<file path="config.mk">
export PLATFORM = sky130hd
export DESIGN_NAME = acc_cpu
export DESIGN_NICKNAME = d
export VERILOG_FILES = /design/src/rtl/acc_cpu_pkg.sv /design/src/rtl/acc_cpu_alu.sv /design/src/rtl/acc_cpu_ctrl.sv /design/src/rtl/acc_cpu_regs.sv /design/src/rtl/acc_cpu.sv
export SDC_FILE = /design/constraint.sdc
export NUM_CORES = 1
export LEC_CHECK = 0
export ABC_AREA = 0
export CELL_PAD_IN_SITES_DETAIL_PLACEMENT = 1
export CELL_PAD_IN_SITES_GLOBAL_PLACEMENT = 1
export CORE_MARGIN = 2
export CORE_UTILIZATION = 49
export DETAILED_ROUTE_END_ITERATION = 10
export DONT_BUFFER_PORTS = 1
export PLACE_DENSITY_LB_ADDON = 0.12
export RECOVER_POWER = 25
export SYNTH_ARGS = -nofsm -noshare
export SYNTH_HDL_FRONTEND = slang
export SYNTH_SLANG_ARGS = --single-unit
</file>
<file path="constraint.sdc">
create_clock -name clk_i -period 3.9 [get_ports clk_i]
set_input_delay 0.195 -clock clk_i [delete_from_list [all_inputs] [get_ports clk_i]]
set_output_delay 0.195 -clock clk_i [all_outputs]
set_load 0.02 [all_outputs]
</file>
<file path="src/rtl/acc_cpu_pkg.sv">
package acc_cpu_pkg;

  localparam int unsigned OPC_W = 4;

  typedef enum logic [OPC_W-1:0] {
    OP_NOP   = 4'h0,
    OP_LOAD  = 4'h1,
    OP_STORE = 4'h2,
    OP_ADD   = 4'h3,
    OP_SUB   = 4'h4,
    OP_AND   = 4'h5,
    OP_OR    = 4'h6,
    OP_JMP   = 4'h7,
    OP_JZ    = 4'h8,
    OP_HALT  = 4'hF
  } opcode_e;

  typedef enum logic [2:0] {
    ALU_PASS,
    ALU_ADD,
    ALU_SUB,
    ALU_AND,
    ALU_OR
  } alu_op_e;

  typedef enum logic [3:0] {
    ST_F_ADDR,
    ST_F_READ,
    ST_F_WAIT,
    ST_F_IR,
    ST_F_INC,
    ST_DECODE,
    ST_O_ADDR,
    ST_O_READ,
    ST_O_WAIT,
    ST_X_ALU,
    ST_S_DATA,
    ST_S_WRITE,
    ST_X_JUMP,
    ST_HALTED
  } state_e;

  typedef struct packed {
    logic    mar_from_pc;
    logic    mar_from_ir;
    logic    mdr_from_mem;
    logic    mdr_from_acc;
    logic    ir_load;
    logic    pc_inc;
    logic    pc_load;
    logic    acc_we;
    alu_op_e alu_op;
  } ctrl_t;

endpackage

</file>
<file path="src/rtl/acc_cpu_alu.sv">
module acc_cpu_alu
  import acc_cpu_pkg::*;
#(
  parameter int unsigned DATA_W = 16
) (
  input  alu_op_e            op_i,
  input  logic [DATA_W-1:0]  acc_i,
  input  logic [DATA_W-1:0]  opnd_i,
  output logic [DATA_W-1:0]  y_o
);

  always_comb begin
    unique case (op_i)
      ALU_ADD: y_o = acc_i + opnd_i;
      ALU_SUB: y_o = acc_i - opnd_i;
      ALU_AND: y_o = acc_i & opnd_i;
      ALU_OR:  y_o = acc_i | opnd_i;
      default: y_o = opnd_i;
    endcase
  end

endmodule

</file>
<file path="src/rtl/acc_cpu_ctrl.sv">
module acc_cpu_ctrl
  import acc_cpu_pkg::*;
(
  input  logic             clk_i,
  input  logic             rst_ni,
  input  logic [OPC_W-1:0] opcode_i,
  input  logic             zero_i,
  output ctrl_t            ctrl_o,
  output logic             mem_rd_o,
  output logic             mem_wr_o,
  output logic             halted_o
);

  state_e  state_q, state_d;
  opcode_e op_q;

  function automatic logic needs_opnd(opcode_e op);
    return op inside {OP_LOAD, OP_STORE, OP_ADD, OP_SUB, OP_AND, OP_OR};
  endfunction

  function automatic alu_op_e alu_sel(opcode_e op);
    unique case (op)
      OP_ADD:  return ALU_ADD;
      OP_SUB:  return ALU_SUB;
      OP_AND:  return ALU_AND;
      OP_OR:   return ALU_OR;
      default: return ALU_PASS;
    endcase
  endfunction

  always_ff @(posedge clk_i or negedge rst_ni) begin
    if (!rst_ni) begin
      state_q <= ST_F_ADDR;
      op_q    <= OP_NOP;
    end else begin
      state_q <= state_d;
      // decode latches the operation used by the execute states
      if (state_q == ST_DECODE) op_q <= opcode_e'(opcode_i);
    end
  end

  always_comb begin
    state_d  = state_q;
    ctrl_o   = '0;
    ctrl_o.alu_op = alu_sel(op_q);
    mem_rd_o = 1'b0;
    mem_wr_o = 1'b0;
    unique case (state_q)
      ST_F_ADDR: begin
        ctrl_o.mar_from_pc = 1'b1;
        state_d = ST_F_READ;
      end
      ST_F_READ: begin
        mem_rd_o = 1'b1;
        state_d  = ST_F_WAIT;
      end
      ST_F_WAIT: begin
        ctrl_o.mdr_from_mem = 1'b1;
        state_d = ST_F_IR;
      end
      ST_F_IR: begin
        ctrl_o.ir_load = 1'b1;
        state_d = ST_F_INC;
      end
      ST_F_INC: begin
        ctrl_o.pc_inc = 1'b1;
        state_d = ST_DECODE;
      end
      ST_DECODE: begin
        if (needs_opnd(opcode_e'(opcode_i)))          state_d = ST_O_ADDR;
        else if (opcode_e'(opcode_i) inside {OP_JMP, OP_JZ}) state_d = ST_X_JUMP;
        else if (opcode_e'(opcode_i) == OP_HALT)      state_d = ST_HALTED;
        else                                          state_d = ST_F_ADDR;
      end
      ST_O_ADDR: begin
        ctrl_o.mar_from_ir = 1'b1;
        state_d = (op_q == OP_STORE) ? ST_S_DATA : ST_O_READ;
      end
      ST_O_READ: begin
        mem_rd_o = 1'b1;
        state_d  = ST_O_WAIT;
      end
      ST_O_WAIT: begin
        ctrl_o.mdr_from_mem = 1'b1;
        state_d = ST_X_ALU;
      end
      ST_X_ALU: begin
        ctrl_o.acc_we = 1'b1;
        state_d = ST_F_ADDR;
      end
      ST_S_DATA: begin
        ctrl_o.mdr_from_acc = 1'b1;
        state_d = ST_S_WRITE;
      end
      ST_S_WRITE: begin
        mem_wr_o = 1'b1;
        state_d  = ST_F_ADDR;
      end
      ST_X_JUMP: begin
        ctrl_o.pc_load = (op_q == OP_JMP) || zero_i;
        state_d = ST_F_ADDR;
      end
      ST_HALTED: state_d = ST_HALTED;
      default:   state_d = ST_F_ADDR;
    endcase
  end

  assign halted_o = (state_q == ST_HALTED);

  AST_RD_WR_EXCL: assert property (@(posedge clk_i) disable iff (!rst_ni)
    !(mem_rd_o && mem_wr_o));

  AST_READ_THEN_QUIET: assert property (@(posedge clk_i) disable iff (!rst_ni)
    mem_rd_o |=> !mem_rd_o && !mem_wr_o);

  AST_HALT_NO_STROBE: assert property (@(posedge clk_i) disable iff (!rst_ni)
    halted_o |-> !mem_rd_o && !mem_wr_o);

  AST_HALT_STICKY: assert property (@(posedge clk_i) disable iff (!rst_ni)
    halted_o |=> halted_o);

endmodule

</file>
<file path="src/rtl/acc_cpu_regs.sv">
module acc_cpu_regs
  import acc_cpu_pkg::*;
#(
  parameter int unsigned DATA_W = 16,
  parameter int unsigned ADDR_W = 12
) (
  input  logic              clk_i,
  input  logic              rst_ni,
  input  ctrl_t             ctrl_i,
  input  logic              mem_rd_i,
  input  logic              mem_wr_i,
  input  logic [DATA_W-1:0] mem_rdata_i,
  input  logic [DATA_W-1:0] alu_y_i,
  output logic [ADDR_W-1:0] mar_o,
  output logic [DATA_W-1:0] mdr_o,
  output logic [OPC_W-1:0]  opcode_o,
  output logic [DATA_W-1:0] acc_o,
  output logic              zero_o
);

  logic [ADDR_W-1:0] pc_q, mar_q;
  logic [DATA_W-1:0] mdr_q, ir_q, acc_q;
  logic              zero_q;
  logic [ADDR_W-1:0] ir_addr;

  assign ir_addr = ir_q[ADDR_W-1:0];

  always_ff @(posedge clk_i or negedge rst_ni) begin
    if (!rst_ni) begin
      pc_q   <= '0;
      mar_q  <= '0;
      mdr_q  <= '0;
      ir_q   <= '0;
      acc_q  <= '0;
      zero_q <= 1'b0;
    end else begin
      if (ctrl_i.mar_from_pc)       mar_q <= pc_q;
      else if (ctrl_i.mar_from_ir)  mar_q <= ir_addr;

      if (ctrl_i.mdr_from_mem)      mdr_q <= mem_rdata_i;
      else if (ctrl_i.mdr_from_acc) mdr_q <= acc_q;

      if (ctrl_i.ir_load)           ir_q <= mdr_q;

      if (ctrl_i.pc_load)           pc_q <= ir_addr;
      else if (ctrl_i.pc_inc)       pc_q <= pc_q + ADDR_W'(1);

      if (ctrl_i.acc_we) begin
        acc_q  <= alu_y_i;
        zero_q <= (alu_y_i == '0);
      end
    end
  end

  assign mar_o    = mar_q;
  assign mdr_o    = mdr_q;
  assign opcode_o = ir_q[DATA_W-1 -: OPC_W];
  assign acc_o    = acc_q;
  assign zero_o   = zero_q;

  AST_MDR_AFTER_READ: assert property (@(posedge clk_i) disable iff (!rst_ni)
    ctrl_i.mdr_from_mem |-> $past(mem_rd_i));

  AST_WDATA_IS_ACC: assert property (@(posedge clk_i) disable iff (!rst_ni)
    mem_wr_i |-> mdr_q == acc_q);

  AST_ZERO_TRACKS_ACC: assert property (@(posedge clk_i) disable iff (!rst_ni)
    $past(ctrl_i.acc_we) |-> zero_q == (acc_q == '0));

  AST_ZERO_HELD: assert property (@(posedge clk_i) disable iff (!rst_ni)
    !$past(ctrl_i.acc_we) |-> $stable(zero_q));

  AST_PC_STEP_OR_JUMP: assert property (@(posedge clk_i) disable iff (!rst_ni)
    (pc_q != $past(pc_q)) |-> (pc_q == $past(pc_q) + ADDR_W'(1)) || $past(ctrl_i.pc_load));

endmodule

</file>
<file path="src/rtl/acc_cpu.sv">
module acc_cpu
  import acc_cpu_pkg::*;
#(
  parameter int unsigned DATA_W = 16,
  parameter int unsigned ADDR_W = 12
) (
  input  logic              clk_i,
  input  logic              rst_ni,
  output logic [ADDR_W-1:0] mem_addr_o,
  input  logic [DATA_W-1:0] mem_rdata_i,
  output logic [DATA_W-1:0] mem_wdata_o,
  output logic              mem_rd_o,
  output logic              mem_wr_o,
  output logic [DATA_W-1:0] acc_o,
  output logic              zero_o,
  output logic              halted_o
);

  ctrl_t             ctrl;
  logic [OPC_W-1:0]  opcode;
  logic [DATA_W-1:0] mdr, acc, alu_y;
  logic              zero;

  acc_cpu_ctrl u_ctrl (
    .clk_i    (clk_i),
    .rst_ni   (rst_ni),
    .opcode_i (opcode),
    .zero_i   (zero),
    .ctrl_o   (ctrl),
    .mem_rd_o (mem_rd_o),
    .mem_wr_o (mem_wr_o),
    .halted_o (halted_o)
  );

  acc_cpu_regs #(
    .DATA_W (DATA_W),
    .ADDR_W (ADDR_W)
  ) u_regs (
    .clk_i       (clk_i),
    .rst_ni      (rst_ni),
    .ctrl_i      (ctrl),
    .mem_rd_i    (mem_rd_o),
    .mem_wr_i    (mem_wr_o),
    .mem_rdata_i (mem_rdata_i),
    .alu_y_i     (alu_y),
    .mar_o       (mem_addr_o),
    .mdr_o       (mdr),
    .opcode_o    (opcode),
    .acc_o       (acc),
    .zero_o      (zero)
  );

  acc_cpu_alu #(
    .DATA_W (DATA_W)
  ) u_alu (
    .op_i   (ctrl.alu_op),
    .acc_i  (acc),
    .opnd_i (mdr),
    .y_o    (alu_y)
  );

  assign mem_wdata_o = mdr;
  assign acc_o       = acc;
  assign zero_o      = zero;

endmodule

</file>
==> summary.md <==
| Metric | Value |
|---|---|
| Run status | `finished, violations left` |
| Violations in the final reports | `max-capacitance violations, max-slew violations` |
| Maximum number of pins on one net before global-route repair | `between 80 and 90` |
| Post-DR wirelength/cell | `22.59 µm` |
| Clock buffer count from CTS | `9` |
| Detail Route Antenna Nets | `0` |
| I/O Pins | `between 60 and 70` |
| Worst setup EP type | `flop` |
| Ys flop type | `dfrtp_1` |
| Placed wire-length estimate | `between 10 and 15 mm` |
| Layout cell share with drive strength beyond 1 | `0.1022` |
| Clk pin slew, worst setup/hold paths | `~0.07 ns` |
| TritonCTS clock tree | `done` |
| Setup repair after global routing missed its margin | `false` |
| Antenna diodes | `0` |
| Total number of vias | `5114` |
| Per-instance average area after synthesis | `approximately 8.6 µm²` |
| Antenna violations before repair | `0` |
| Cell types occupying the most area after synthesis | `dfrtp_1 (37%), a21oi_1 (7.5%), ha_1 (4.3%), nor2_1 (4.1%), a222oi_1 (3.8%)` |
| Storage cell area | `approximately 2000 µm²` |
| TNS Setup | `0 ns` |
| Fill cell instance count of the final layout | `approximately 1300` |
| Routed wire length | `~18 mm` |
| Final Cycle Share | `0.9434` |
| CTS H-Tree Depth | `3` |
| Summed instance area of the synthesized netlist | `between 5000 and 6000 µm²` |
| Die extent in y | `110.1 µm` |
| Final #Nets | `~680` |
| Die outline area | `around 12000 µm²` |
| Count of warnings emitted by yosys | `0` |
| Area growth from synthesis to layout | `11.40%` |
| Async set or reset register ratio after synthesis | `1.000` |
| Maximum clock frequency | `between 200 and 300 MHz` |
| Total setup violations reported at the end of the flow | `0` |
| Number of nets in the synthesized netlist | `just under 700` |
| Area of combinational cells with multiple inputs | `3206 µm²` |
| Drt first-iter violations | `466` |
| Sinks on the clock net | `81` |
| Clock Latency Late Sink | `~0.35 ns` |
| Effective utilization at floorplan | `0.5047` |
| Worst setup skew after layout | `approximately 0.0045 ns` |
| Nature of the critical path startpoint | `flop` |
| DRC viols | `0` |
| Unique cell type count in the Yosys netlist | `64` |
| Most frequent standard cell in the layout excluding fill and tap cells | `a21oi_1` |
| Post-synthesis sequential element count | `just over 80` |
| Gate count after technology mapping | `between 600 and 700` |
| Number of global-route vias before repair | `approximately 5200` |
| Worst-Margin Slew | `around 2 ns` |
| Clock period minus worst slack | `~3.7 ns` |
| Endpoint arrival time on the critical path | `3.96 ns` |
| Required time of the critical path | `approximately 4.2 ns` |
| Largest area contributor in the netlist | `dfrtp_1` |
| Hold violation total from the final report | `0` |
| Chip width | `around 110 µm` |
| Share of the synthesized area in the top cell type | `0.3673` |
| Critical Setup Path Class | `flop to flop` |
| Clock Root Buffer | `clkbuf_16` |
| Overall track demand over capacity in global routing | `0.3058` |
| Critical path peak fanout | `9` |
| Number of setup buffers added after CTS | `0` |
| Placer congestion estimate | `a little under 0.9` |
| Tightest Hold Check Type | `input port to flop` |
| Area of the placeable core | `10940 µm²` |
| Worst rel slew slack | `-0.3629` |
| Average via count per standard cell | `between 6 and 7` |
| DR pass1 iterations | `7` |
| Remaining global-route overflow | `0` |
| Slew Viols, Final | `between 80 and 90` |
| Most used cells in the layout excluding fill and tap cells | `a21oi_1 (83), dfrtp_1 (81), nor2_1 (60)` |
| Input/output buffers | `0` |
| Row Count | `38` |
| Wire length of the first global-routing pass | `approximately 28 mm` |
| Maximum capacitance violations | `1` |
| Number of synthesized flops with an enable pin | `0` |
| Fraction of the yosys area taken by sequential cells | `0.3673` |
| Maximum number of buffers from clock root to sink | `2` |
critical path: stages, from the launching register on:
cell      delay (ns)
dfrtp_1         0.48
nor3_1          0.38
nand2b_1        0.21
nor2_1          0.17
a21oi_1         0.16
xnor2_1         0.18
ha_1            0.47
nand2_1         0.14
a211oi_1        0.34
nor3_1          0.10
a211o_1         0.28
xnor2_1         0.16
a2111o_1        0.44
o21ai_2         0.11
stage by stage:
stage                     setup WS (ns)  cell area [µm²]  hold WS [ns]    util  std cells
after floorplan                  0.4622             5519       -0.1006       -        639
after global placement           0.4517             5700      -0.09883  0.5213        755
after detailed placement         0.3620             5700      -0.09900  0.5213        755
after CTS                        0.3021             6171     0.0007157  0.5643        786
after global routing            0.08058             6148       0.02234  0.5622        786
final                            0.2207             6148      0.008250  0.5622        786
registers in the layout (all words and copies together), names as in the netlist:
signal,flops
u_ctrl.op_q,4
u_ctrl.state_q,4
u_regs.acc_o,16
u_regs.ir_q,16
u_regs.mar_o,12
u_regs.mdr_o,16
u_regs.pc_q,12
u_regs.zero_o,1
cells by family (layout without fill, tap and decap cells):
family                   after synthesis  count (layout)  share of synthesized area
flip-flops                            81              81                     0.3673
AO/OA/AOI/OAI                        219             219                     0.2587
AND/OR/NAND/NOR                      177             177                     0.1562
XOR/XNOR                              26              26                    0.04126
adder cells (fa/ha/maj)               20              20                    0.04670
multiplexers                          37              37                    0.07164
buffers and inverters                 79              86                    0.05826
worst paths after layout:
kind / from / endpoint / slack, ns / cells after the start
worst max-delay path: u_regs.mdr_o[5] / u_regs.zero_o / 0.22 / 13
worst min-delay path: mem_rdata_i[10] / u_regs.mdr_o[10] / 0.008 / 2
worst max register to register: u_regs.mdr_o[5] / u_regs.zero_o / 0.22 / 13
worst min register to register: u_regs.pc_q[11] / u_regs.pc_q[11] / 0.52 / 1
max in group asynchronous: rst_ni / u_regs.mdr_o[1] / 1.72 / 2
min in group asynchronous: rst_ni / u_regs.mar_o[1] / 0.98 / 2
timing repair:
action | 4_1_cts | 5_1_grt
gates resized for setup | 0 | 0
hold buffers | 15 | 0
hold endpoints to repair | 94 | 0
layout make-up:
cell class | count | share of cell area
multi-input combinational | 479 | 0.5214
sequential | 81 | 0.3297
timing repair buffer | 38 | 0.05169
clock buffer | 9 | 0.03663
tap | 140 | 0.02849
inverter | 32 | 0.01954
clock inverter | 7 | 0.01262
synth_stat cells, drive strengths merged, types with 5 or more instances:
library cell,count
nor2,61
nand3,5
a31oi,9
ha,19
a21oi,84
nor2b,6
nand2,46
a222oi,21
inv,31
xor2,14
o31ai,5
buf,12
xnor2,12
o21a,7
clkbuf,35
dfrtp,81
nor3b,5
nor3,11
a21o,7
a221o,7
mux2,20
o21ai,47
nand2b,12
nand4,5
and3,9
mux2i,17
routing by layer:
layer | part of all wire | global-route usage
met1 | 0.45 | 0.4067
met2 | 0.48 | 0.5035
met3 | 0.051 | 0.04644
met4 | 0.020 | 0.1152
met5 | 0 | 0
Power is left out: the tool's default activity adds up to more than one toggle a clock period on the data nets, which glitch-free logic cannot reach.
